### src/rtl/l1_pkg.sv
package l1_pkg;

  typedef enum logic [1:0] {
    LINE_SE0 = 2'b00,
    LINE_J   = 2'b01,
    LINE_K   = 2'b10,
    LINE_SE1 = 2'b11
  } line_t;

  typedef enum logic [1:0] {
    SPD_LS  = 2'b00,
    SPD_FS  = 2'b01,
    SPD_HS  = 2'b10,
    SPD_RSV = 2'b11
  } speed_t;

  typedef enum logic [2:0] {
    ST_IDLE,
    ST_L1_ENTER,
    ST_L1,
    ST_RESUME_UP,
    ST_RESUME_DOWN,
    ST_RESUME_END
  } l1_state_t;

  function automatic logic bus_is_idle(input speed_t spd, input line_t ln);
    if (spd == SPD_HS) return ln == LINE_SE0;
    return ln == LINE_J;
  endfunction

  function automatic logic in_resume(input l1_state_t st);
    return (st == ST_RESUME_UP) || (st == ST_RESUME_DOWN);
  endfunction

endpackage

### src/rtl/l1_cycle_timer.sv
module l1_cycle_timer #(
  parameter int LIMIT = 8
) (
  input  logic clk,
  input  logic rst,
  input  logic run,
  output logic done
);
  localparam int CW = (LIMIT > 1) ? $clog2(LIMIT) : 1;

  logic [CW-1:0] cnt_q;

  assign done = run && (cnt_q == CW'(LIMIT - 1));

  always_ff @(posedge clk) begin
    if (rst || !run) cnt_q <= '0;
    else if (!done)  cnt_q <= cnt_q + 1'b1;
  end
endmodule

### src/rtl/l1_k_repeater.sv
module l1_k_repeater (
  input  logic clk,
  input  logic rst,
  input  logic toward_dn_en,
  input  logic toward_up_en,
  input  logic up_is_k,
  input  logic dn_is_k,
  output logic rep_to_dn,
  output logic rep_to_up
);
  always_ff @(posedge clk) begin
    if (rst) begin
      rep_to_dn <= 1'b0;
      rep_to_up <= 1'b0;
    end else begin
      rep_to_dn <= toward_dn_en && up_is_k;
      rep_to_up <= toward_up_en && dn_is_k;
    end
  end
endmodule

### src/rtl/l1_sleep_ctrl.sv
module l1_sleep_ctrl
  import l1_pkg::*;
#(
  parameter int ENTER_CYCLES    = 64,
  parameter int DEADLINE_CYCLES = 6250,
  parameter int SE0_CYCLES      = 167
) (
  input  logic       clk,
  input  logic       rst,
  input  logic [1:0] up_line,
  input  logic [1:0] dn_line,
  input  logic [1:0] speed_in,
  input  logic       l1_req,
  output logic       low_power,
  output logic       hs_enable,
  output logic       rep_k_to_up,
  output logic       rep_k_to_dn,
  output logic       idle_valid,
  output logic [1:0] idle_speed
);
  line_t     up_ln, dn_ln;
  speed_t    spd_now, saved_q;
  l1_state_t state_q, state_d;
  logic      host_k_q;
  logic      enter_done, se0_done, se0_run;
  logic      saved_hs;

  assign up_ln    = line_t'(up_line);
  assign dn_ln    = line_t'(dn_line);
  assign spd_now  = speed_t'(speed_in);
  assign saved_hs = (saved_q == SPD_HS);

  l1_cycle_timer #(.LIMIT(ENTER_CYCLES)) u_enter_tmr (
    .clk  (clk),
    .rst  (rst),
    .run  (state_q == ST_L1_ENTER),
    .done (enter_done)
  );

  assign se0_run = in_resume(state_q) && host_k_q && !saved_hs && (up_ln == LINE_SE0);

  l1_cycle_timer #(.LIMIT(SE0_CYCLES)) u_se0_tmr (
    .clk  (clk),
    .rst  (rst),
    .run  (se0_run),
    .done (se0_done)
  );

  always_comb begin
    state_d = state_q;
    unique case (state_q)
      ST_IDLE:
        if (l1_req && bus_is_idle(spd_now, up_ln)) state_d = ST_L1_ENTER;
      ST_L1_ENTER:
        if (enter_done) state_d = ST_L1;
      ST_L1:
        if (up_ln == LINE_K)      state_d = ST_RESUME_UP;
        else if (dn_ln == LINE_K) state_d = ST_RESUME_DOWN;
      ST_RESUME_UP, ST_RESUME_DOWN:
        if (saved_hs) begin
          if (host_k_q && up_ln == LINE_SE0) state_d = ST_RESUME_END;
        end else if (se0_done) begin
          state_d = ST_RESUME_END;
        end
      ST_RESUME_END:
        if (saved_hs || up_ln == LINE_J) state_d = ST_IDLE;
      default: state_d = ST_IDLE;
    endcase
  end

  always_ff @(posedge clk) begin
    if (rst) begin
      state_q    <= ST_IDLE;
      saved_q    <= spd_now;
      host_k_q   <= 1'b0;
      low_power  <= 1'b0;
      idle_valid <= 1'b1;
      hs_enable  <= (spd_now == SPD_HS);
      idle_speed <= speed_in;
    end else begin
      state_q  <= state_d;
      host_k_q <= in_resume(state_d) && (host_k_q || up_ln == LINE_K);
      if (state_q == ST_IDLE) saved_q <= spd_now;
      low_power  <= (state_d != ST_IDLE) && (state_d != ST_L1_ENTER);
      idle_valid <= (state_d == ST_IDLE);
      if (state_d != ST_IDLE)       hs_enable <= 1'b0;
      else if (state_q == ST_IDLE)  hs_enable <= (spd_now == SPD_HS);
      else                          hs_enable <= saved_hs;
      idle_speed <= (state_q == ST_IDLE) ? speed_in : saved_q;
    end
  end

  l1_k_repeater u_rep (
    .clk          (clk),
    .rst          (rst),
    .toward_dn_en (state_d == ST_RESUME_UP),
    .toward_up_en (state_d == ST_RESUME_DOWN),
    .up_is_k      (up_ln == LINE_K),
    .dn_is_k      (dn_ln == LINE_K),
    .rep_to_dn    (rep_k_to_dn),
    .rep_to_up    (rep_k_to_up)
  );
endmodule

### config.mk
export PLATFORM = sky130hd
export DESIGN_NAME = l1_sleep_ctrl
export DESIGN_NICKNAME = d
export VERILOG_FILES = /design/src/rtl/l1_pkg.sv /design/src/rtl/l1_cycle_timer.sv /design/src/rtl/l1_k_repeater.sv /design/src/rtl/l1_sleep_ctrl.sv
export SDC_FILE = /design/constraint.sdc
export NUM_CORES = 1
export LEC_CHECK = 0
export ABC_AREA = 1
export CORE_UTILIZATION = 58
export CTS_CLUSTER_DIAMETER = 60
export CTS_CLUSTER_SIZE = 40
export DETAILED_ROUTE_END_ITERATION = 10
export GPL_ROUTABILITY_DRIVEN = 0
export PLACE_DENSITY = 0.82
export RECOVER_POWER = 100
export SLEW_MARGIN = 20
export SYNTH_ARGS = -nofsm -noshare
export SYNTH_HDL_FRONTEND = slang
export SYNTH_SLANG_ARGS = --single-unit
### constraint.sdc
create_clock -name clk -period 3.55 [get_ports clk]
set_clock_uncertainty 0.1 [all_clocks]
set_input_delay 0.71 -clock clk [delete_from_list [all_inputs] [get_ports clk]]
set_output_delay 0.71 -clock clk [all_outputs]
set_load 0.01 [all_outputs]
==> flow_metrics.env, run 1 <==
export IMPL_fp_row_count=17
export IMPL_cts_hold_buf=0
export IMPL_portBuffers=15
export IMPL_n_antenna_cell=0
export IMPL_min_path_cells=2
export IMPL_cap_violations=0
export IMPL_hold_violations=0
export IMPL_syn2layout_area_growth_pct=12.97
export IMPL_ys_warnings_count=0
export IMPL_stdcell_count=238
export IMPL_clk_pin_slew_ns=0.13
export IMPL_final_net_count=223
export IMPL_min_to="u_se0_tmr.cnt_q[7]"
export IMPL_numCtsBuffers=3
export IMPL_setup_viol=0
export IMPL_grt_pass1_wl_um=4478
export IMPL_antenna_found_initial=0
export IMPL_min_delay_start="u_se0_tmr.cnt_q[7]"
export IMPL_wl_per_cell_um=10.56
export IMPL_required_ns=3.71
export IMPL_floorplan_initialDensity_pct=61.03
export IMPL_r2r_setup_slack_ns=1.73
export IMPL_fill_cells=197
export IMPL_min_period_ns=2.473
export IMPL_worstPathCellList="dlygate4sd3_1 -> nor2_1 -> nand2_1 -> nor2_1 -> nand3_1 -> nand3_1 -> nand2_4 -> nor2_1 -> nand3_1 -> nand2_1"
export IMPL_cts_sinks=25
export IMPL_placed_cells=234
export IMPL_p_seq_share_pct=63.1
export IMPL_grt_usage_pct=22.61
export IMPL_die_w_um=50.25
export IMPL_final_area_um2=1525
export IMPL_outcome="finished clean"
export IMPL_vias_per_cell=5.088
export IMPL_regToRegEndpoint="hs_enable"
export IMPL_dieArea_um2=2525
export IMPL_p_sw_mw=0.1136
export IMPL_ctsLongestPathBuffers=2
export IMPL_min_delay_path_class="register to register"
export IMPL_total_power_mw=0.4663
export IMPL_r2r_start="u_se0_tmr.cnt_q[0]"
export IMPL_pwr_share_comb_pct=10.4
export IMPL_utilization_pct=68.95
export IMPL_dr_pass1_iters=4
export IMPL_crit_type="primary input to register"
export IMPL_ios=16
export IMPL_synthCells=192
export IMPL_start_kind="primary input"
export IMPL_ff_latch_area_um2=520.5
export IMPL_yosysUniqueCellTypes=27
export IMPL_rr_worst_depth=10
export IMPL_drv_slew=0
export IMPL_seq_area_frac_synth_pct=38.55
export IMPL_maxSlewHeadroom_pct=75.51
export IMPL_peakVddDrop_v=0.0002390
export IMPL_ant_nets=0
export IMPL_detailed_place_hpwl_um=2046
export IMPL_ys_ff_latch=25
export IMPL_sw_frac_of_total_pct=24.36
export IMPL_cts_setup_buffers=0
export IMPL_syn_nets=204
export IMPL_routed_via_count=1211
export IMPL_post_place_ws_ns=1.144
export IMPL_critical_path_peak_fanout=6
export IMPL_worstSetupEndpointType="register"
export IMPL_drive_gt1_share_pct=10.95
export IMPL_multiInputGateArea_um2=649.4
export IMPL_clk_insertion_delay_late_ns=0.30
export IMPL_p_clk_share_pct=26.5
export IMPL_worst_slack_ns=1.077
export IMPL_drtIter0Drc=41
export IMPL_drcViolationCount=0
export IMPL_wirelength_um=2514
export IMPL_grt_overflow_total=0
export IMPL_period_share_pct=69.67
export IMPL_cpPeakStageDelay_ns=0.59
export IMPL_rsz0062_at_grt="false"
export IMPL_syn_area_um2=1350
export IMPL_h_tree_depth=1
export IMPL_coreArea_um2=2212
export IMPL_cp_slowest_cell="dlygate4sd3_1"
export IMPL_power_density_nw_per_um2=305.7
export IMPL_cts_tree="done"
export IMPL_dieHeight_um=50.25
export IMPL_p_int_mw=0.3527
export IMPL_cts_root_buffer_cell="clkbuf_4"
export IMPL_dpl_cell_area_um2=1531
export IMPL_syn_avg_cell_area_um2=7.031
export IMPL_grt_max_degree=15
export IMPL_fmax_ghz=0.4043
export IMPL_worst_slew_pin_slew_ns=0.3660
export IMPL_grt_pass1_vias=1098
export IMPL_cts_resized=0
export IMPL_crit_arrival_ns=2.64
export IMPL_finalSetupTns_ns=0
export IMPL_p_leak_nw=0.6923
export IMPL_whs_ns=0.4037
## power by group through the flow
stage               clock (mW)  combinational (mW)  sequential, mW
floorplan                    0              0.0281           0.302
global placement             0              0.0520           0.300
detailed placement           0              0.0534           0.300
CTS                      0.128              0.0537           0.294
global route             0.140              0.0548           0.295
finish                   0.124              0.0485           0.294
## routing by layer
metal  part of all wire, %  global-route usage (%)  vias to the layer above
met5                     0                       0                        -
met4                  0.60                   5.238                        0
met3                   3.4                   3.939                        2
met2                    47                   38.22                       22
met1                    48                   29.68                      545
li1                      -                       -                      642
## kinds of logic after synthesis
family                     after synthesis  share of synthesized area, %
DFF                                     25                         38.55
AOI/OAI and AO/OA                       28                         11.49
xor gates and xnor gates                 4                         2.595
adders and majority gates                3                         2.781
buffers and inverters                   39                         10.84
and+or+nand+nor                         93                         33.74
## state kept, by name, indices dropped and copies added (netlist names)
| name | count |
|---|---|
| host_k_q | 1 |
| saved_q | 2 |
| u_se0_tmr.cnt_q | 8 |
| u_rep.rep_to_up | 1 |
| hs_enable | 1 |
| idle_valid | 1 |
| low_power | 1 |
| u_rep.rep_to_dn | 1 |
| state_q | 3 |
| u_enter_tmr.cnt_q | 6 |
## synthesized netlist by cell type
master	n	area, µm²
clkinv_1	1	3.750
nand3b_1	1	7.510
o211ai_1	1	7.510
nand3_1	11	55.05
nand2_4	1	11.26
nand2_2	4	25.02
a31oi_1	2	12.51
o21ai_0	12	60.06
a21oi_1	9	45.04
xor2_1	4	35.03
nand3_2	4	40.04
inv_1	30	112.6
a21boi_0	1	7.510
inv_2	7	26.28
clkbuf_1	1	3.750
nor2_1	24	90.09
dfxtp_1	23	460.4
nor3_1	4	20.02
nor2_2	9	56.30
nand4_1	1	6.260
nand4_2	1	12.51
edfxtp_1	2	60.06
o21ai_2	2	17.52
ha_1	3	37.54
nor2_4	1	11.26
o21ai_1	1	5.000
nand2_1	32	120.1
## cell usage in the layout (no fill, tap or decap), types with 4 or more instances in the layout
| cell type | n |
|---|---|
| nand2_1 | 34 |
| inv_1 | 30 |
| nor2_1 | 28 |
| dfxtp_1 | 23 |
| o21ai_0 | 13 |
| nand3_1 | 13 |
| dlygate4sd3_1 | 11 |
| a21oi_1 | 9 |
| nor2_2 | 6 |
| inv_2 | 6 |
| nor3_1 | 4 |
| xor2_1 | 4 |
| clkdlybuf4s50_1 | 4 |
## worst max-delay path by stage
stage	from	to	cells after the start
2_1_floorplan	up_line[1]	hs_enable	10
3_3_place_gp	up_line[0]	hs_enable	11
3_5_place_dp	up_line[0]	hs_enable	11
6_report	up_line[0]	hs_enable	10
5_1_grt	up_line[0]	hs_enable	10
4_1_cts	saved_q[1]	idle_speed[1]	1
## cell type report
cell class,instances,share of cell area [%]
Inverter,38,9.352
Clock inverter,1,0.3281
Multi-Input combinational cell,128,42.58
Timing Repair Buffer,15,9.844
Sequential cell,25,34.13
Tap cell,28,2.297
Clock buffer,3,1.477
## worst max-delay path, delay by kind of cell
kind | cells | cell delay, ns
AND/OR/NAND/NOR | 9 | 1.33
buffers and inverters | 1 | 0.59
(Power assumes the default switching activity.)
==> run 2, diff against run 1 <==
--- a/config.mk
+++ b/config.mk
@@ -6,12 +6,12 @@
 export NUM_CORES = 1
 export LEC_CHECK = 0
 export ABC_AREA = 1
-export CORE_UTILIZATION = 58
+export CORE_UTILIZATION = 54
 export CTS_CLUSTER_DIAMETER = 60
 export CTS_CLUSTER_SIZE = 40
 export DETAILED_ROUTE_END_ITERATION = 10
 export GPL_ROUTABILITY_DRIVEN = 0
-export PLACE_DENSITY = 0.82
+export PLACE_DENSITY = 0.77
 export RECOVER_POWER = 100
 export SLEW_MARGIN = 20
 export SYNTH_ARGS = -nofsm -noshare
==> constraint.sdc (replaced) <==
create_clock -name clk -period 2.6 [get_ports clk]
set_clock_uncertainty 0.1 [all_clocks]
set_input_delay 0.52 -clock clk [delete_from_list [all_inputs] [get_ports clk]]
set_output_delay 0.52 -clock clk [all_outputs]
set_load 0.01 [all_outputs]
==> flow_metrics.env, run 2 (synthesis gave the netlist of run 1 again) <==
export IMPL_drtIter0Drc=39
export IMPL_die_w_um=52
export IMPL_hold_violations=0
export IMPL_r2r_start="u_se0_tmr.cnt_q[0]"
export IMPL_peakVddDrop_v=0.0003978
export IMPL_cts_setup_buffers=0
export IMPL_floorplan_initialDensity_pct=59.32
export IMPL_pwr_share_comb_pct=10.7
export IMPL_min_delay_path_class="register to register"
export IMPL_final_common_cell="nand2_1"
export IMPL_stdcell_count=238
export IMPL_cts_root_buffer_cell="clkbuf_4"
export IMPL_dr_pass1_iters=5
export IMPL_ctsLongestPathBuffers=2
export IMPL_maxSlewHeadroom_pct=71.34
export IMPL_crit_arrival_ns=2.26
export IMPL_r2r_setup_slack_ns=0.88
export IMPL_largest_reg_flops=8
export IMPL_period_share_pct=82.24
export IMPL_crit_type="primary input to register"
export IMPL_drive_gt1_share_pct=11.43
export IMPL_reg_top3="u_se0_tmr.cnt_q x8, u_enter_tmr.cnt_q x6, state_q x3"
export IMPL_clk_insertion_delay_late_ns=0.31
export IMPL_drv_slew=0
export IMPL_placed_cells=234
export IMPL_p_int_mw=0.4830
export IMPL_ant_nets=0
export IMPL_p_leak_nw=0.6835
export IMPL_worst_slack_ns=0.4618
export IMPL_power_density_nw_per_um2=420.8
export IMPL_portBuffers=15
export IMPL_total_power_mw=0.6445
export IMPL_antenna_found_initial=0
export IMPL_wirelength_um=2719
export IMPL_cap_violations=0
export IMPL_critical_path_peak_fanout=6
export IMPL_rsz0062_at_grt="false"
export IMPL_h_tree_depth=1
export IMPL_final_net_count=223
export IMPL_numCtsBuffers=3
export IMPL_worstSetupEndpointType="register"
export IMPL_ff_latch_area_um2=520.5
export IMPL_grt_pass1_vias=1209
export IMPL_cts_hold_buf=0
export IMPL_drcViolationCount=0
export IMPL_min_delay_start="u_se0_tmr.cnt_q[7]"
export IMPL_rr_worst_depth=11
export IMPL_layout_common_cells="nand2_1 (34), inv_1 (31), nor2_1 (27)"
export IMPL_multiInputGateArea_um2=655.6
export IMPL_syn2layout_area_growth_pct=13.44
export IMPL_finalSetupTns_ns=0
export IMPL_p_sw_mw=0.1615
export IMPL_fill_cells=198
export IMPL_required_ns=2.72
export IMPL_outcome="finished clean"
export IMPL_cts_resized=0
export IMPL_cts_tree="done"
export IMPL_grt_pass1_wl_um=4636
export IMPL_min_path_cells=2
export IMPL_start_kind="primary input"
export IMPL_largest_register="u_se0_tmr.cnt_q"
export IMPL_grt_max_degree=15
export IMPL_wl_per_cell_um=11.42
export IMPL_regToRegEndpoint="hs_enable"
export IMPL_sw_frac_of_total_pct=25.06
export IMPL_post_place_ws_ns=0.4152
export IMPL_p_clk_share_pct=26.9
export IMPL_vias_per_cell=5.050
export IMPL_whs_ns=0.4021
export IMPL_setup_viol=0
export IMPL_p_seq_share_pct=62.4
export IMPL_dieArea_um2=2704
export IMPL_min_period_ns=2.138
export IMPL_routed_via_count=1202
export IMPL_grt_usage_pct=22.62
export IMPL_min_to="u_se0_tmr.cnt_q[7]"
export IMPL_coreArea_um2=2276
export IMPL_clk_pin_slew_ns=0.14
export IMPL_n_antenna_cell=0
export IMPL_fp_row_count=17
export IMPL_cts_sinks=25
export IMPL_grt_overflow_total=0
export IMPL_detailed_place_hpwl_um=2049
export IMPL_dieHeight_um=52
export IMPL_fmax_ghz=0.4677
export IMPL_ios=16
export IMPL_worst_slew_pin_slew_ns=0.4284
## run 2: worst max-delay path, cell delays in order
cell	delay, ns
dlygate4sd3_1	0.59
nor2_1	0.20
nand2_1	0.08
nor2_1	0.16
nand3_1	0.26
nand2_1	0.12
nand2_1	0.06
nand2_1	0.09
inv_1	0.06
nand3_1	0.08
nand2_1	0.05
## run 2: metal layers
| metal | GRT usage (%) | part of all wire (%) |
|---|---|---|
| met1 | 28.21 | 50 |
| met4 | 4.955 | 0.51 |
| met3 | 4.386 | 4.0 |
| met2 | 39.74 | 45 |
| met5 | 0 | 0 |
## run 2: how the worst max path moves through the flow
stage	from	to	slack [ns]	depth (start not counted)
2_1_floorplan	up_line[1]	hs_enable	1.06	10
3_3_place_gp	up_line[0]	hs_enable	0.44	11
3_5_place_dp	up_line[0]	hs_enable	0.42	11
4_1_cts	saved_q[0]	idle_speed[0]	0.69	1
5_1_grt	up_line[0]	u_rep.rep_to_up	0.33	10
6_report	up_line[0]	hs_enable	0.46	11
## run 2: final cells by class
type	instances	share of cell area, %
tap	28	2.288
sequential	25	33.99
inverter	38	9.314
timing repair buffer	15	9.804
clock inverter	1	0.3268
multi-input combinational	128	42.81
clock buffer	3	1.471
## run 2: through the flow
stage,util [%],cell area (µm²)
finish,67.29,1531
global route,67.29,1531
CTS,68.50,1559
detailed placement,67.29,1531
global placement,67.29,1531
floorplan,-,1350
## run 2: power by group through the flow
stage	clock network (mW)	registers (mW)	logic, mW
after global placement	0	0.410	0.0712
final	0.174	0.402	0.0689
after detailed placement	0	0.411	0.0724
after CTS	0.181	0.402	0.0732
after global routing	0.200	0.403	0.0777
after floorplan	0	0.412	0.0384
==> run 3, diff against run 2 <==
==> constraint.sdc (replaced) <==
create_clock -name clk -period 2.2 [get_ports clk]
set_clock_uncertainty 0.1 [all_clocks]
set_input_delay 0.44 -clock clk [delete_from_list [all_inputs] [get_ports clk]]
set_output_delay 0.44 -clock clk [all_outputs]
set_load 0.01 [all_outputs]
==> flow_metrics.env, run 3 (synthesis gave the netlist of run 1 again) <==
export IMPL_outcome="finished clean"
export IMPL_vias_per_cell=4.996
export IMPL_endpoint="idle_speed[1]"
export IMPL_r2r_start="u_se0_tmr.cnt_q[0]"
export IMPL_period_share_pct=87.02
export IMPL_dieHeight_um=52
export IMPL_rsz0062_at_grt="false"
export IMPL_cts_tree="done"
export IMPL_min_delay_path_class="register to register"
export IMPL_grt_pass1_vias=1088
export IMPL_dieArea_um2=2704
export IMPL_cp_slowest_cell="dlygate4sd3_1"
export IMPL_coreArea_um2=2276
export IMPL_crit_type="register to primary output"
export IMPL_start_kind="register"
export IMPL_required_ns=1.66
export IMPL_fp_row_count=17
export IMPL_grt_pass1_wl_um=4388
export IMPL_worstPathCellList="dlygate4sd3_1"
export IMPL_cts_sinks=25
export IMPL_floorplan_initialDensity_pct=59.32
export IMPL_drv_slew=0
export IMPL_numCtsBuffers=3
export IMPL_min_path_cells=2
export IMPL_ctsLongestPathBuffers=2
export IMPL_worstSetupEndpointType="primary output"
export IMPL_cp_top_family="buffers and inverters"
export IMPL_cp_depth=1
export IMPL_grt_max_degree=16
export IMPL_ant_nets=0
export IMPL_cts_hold_buf=0
export IMPL_power_density_nw_per_um2=498.6
export IMPL_final_net_count=224
export IMPL_largest_reg_flops=8
export IMPL_rr_worst_depth=10
export IMPL_clk_pin_slew_ns=0.14
export IMPL_antenna_found_initial=0
export IMPL_setup_viol=0
export IMPL_drive_gt1_share_pct=12.32
export IMPL_drtIter0Drc=36
export IMPL_r2r_setup_slack_ns=0.49
export IMPL_wl_per_cell_um=10.99
export IMPL_routed_via_count=1194
export IMPL_finalSetupTns_ns=0
export IMPL_min_period_ns=1.915
export IMPL_h_tree_depth=1
export IMPL_reg_top3="u_se0_tmr.cnt_q x8, u_enter_tmr.cnt_q x6, state_q x3"
export IMPL_detailed_place_hpwl_um=2060
export IMPL_cts_setup_buffers=0
export IMPL_hold_violations=0
export IMPL_regToRegEndpoint="u_rep.rep_to_up"
export IMPL_grt_overflow_total=0
export IMPL_n_antenna_cell=0
export IMPL_grt_usage_pct=21.81
export IMPL_critical_path_peak_fanout=3
export IMPL_ios=16
export IMPL_startpoint="saved_q[1]"
export IMPL_cap_violations=0
export IMPL_drcViolationCount=0
export IMPL_cts_root_buffer_cell="clkbuf_4"
export IMPL_syn2layout_area_growth_pct=13.99
export IMPL_worst_slew_pin_slew_ns=0.3616
export IMPL_layout_common_cells="nand2_1 (33), inv_1 (30), nor2_1 (27)"
export IMPL_utilization_pct=67.62
export IMPL_cts_resized=0
export IMPL_dr_pass1_iters=5
export IMPL_p_leak_nw=0.6841
export IMPL_crit_buf_inv=1
export IMPL_clk_insertion_delay_late_ns=0.31
export IMPL_fmax_ghz=0.5223
export IMPL_cpPeakStageDelay_ns=0.62
export IMPL_peakVddDrop_v=0.0003139
export IMPL_final_common_cell="nand2_1"
export IMPL_wirelength_um=2626
export IMPL_crit_arrival_ns=1.37
export IMPL_maxSlewHeadroom_pct=75.80
export IMPL_portBuffers=15
export IMPL_die_w_um=52
export IMPL_largest_register="u_se0_tmr.cnt_q"
-- run 3: area by class of cell --
class,count,area [µm²]
Tap cell,28,35.03
Multi-Input combinational cell,128,653.1
Sequential cell,25,520.5
Clock inverter,1,7.507
Inverter,38,142.6
Fill cell,182,737.0
Clock buffer,3,22.52
Timing Repair Buffer,16,157.7
-- run 3: worst min-delay path by stage --
stage | startpoint | end | slack, ns
after global routing | u_se0_tmr.cnt_q[0] | u_se0_tmr.cnt_q[0] | 0.42
after floorplan | u_se0_tmr.cnt_q[7] | u_se0_tmr.cnt_q[7] | 0.36
final | u_se0_tmr.cnt_q[7] | u_se0_tmr.cnt_q[7] | 0.41
after CTS | u_se0_tmr.cnt_q[7] | u_se0_tmr.cnt_q[7] | 0.41
after global placement | u_se0_tmr.cnt_q[7] | u_se0_tmr.cnt_q[7] | 0.37
after detailed placement | u_se0_tmr.cnt_q[7] | u_se0_tmr.cnt_q[7] | 0.39
-- run 3: metal layers --
metal	vias to the layer above	global-route usage (%)	wire, µm
met2	23	36.32	1229
met3	2	3.509	104
met1	527	27.96	1275
li1	642	-	-
met4	0	8.108	17
met5	-	0	0
-- run 3: where the power goes --
group          switching [mW]  internal [mW]  total, mW
registers             0.00675          0.468      0.475
clock network           0.141         0.0692      0.210
logic                  0.0458         0.0368     0.0826
-- run 3: metrics by stage --
step | hold slack [ns] | instances | area [µm²] | power (mW) | setup slack (ns)
5_1_grt | 0.4243 | 239 | 1539 | 0.8068 | 0.1842
6_report | 0.4070 | 239 | 1539 | 0.7673 | 0.2855
3_3_place_gp | 0.3730 | 235 | 1539 | 0.5700 | 0.1303
4_1_cts | 0.4102 | 239 | 1569 | 0.7787 | 0.3945
2_1_floorplan | 0.3595 | 192 | 1350 | 0.5323 | 0.7350
3_5_place_dp | 0.3911 | 235 | 1539 | 0.5712 | 0.09478
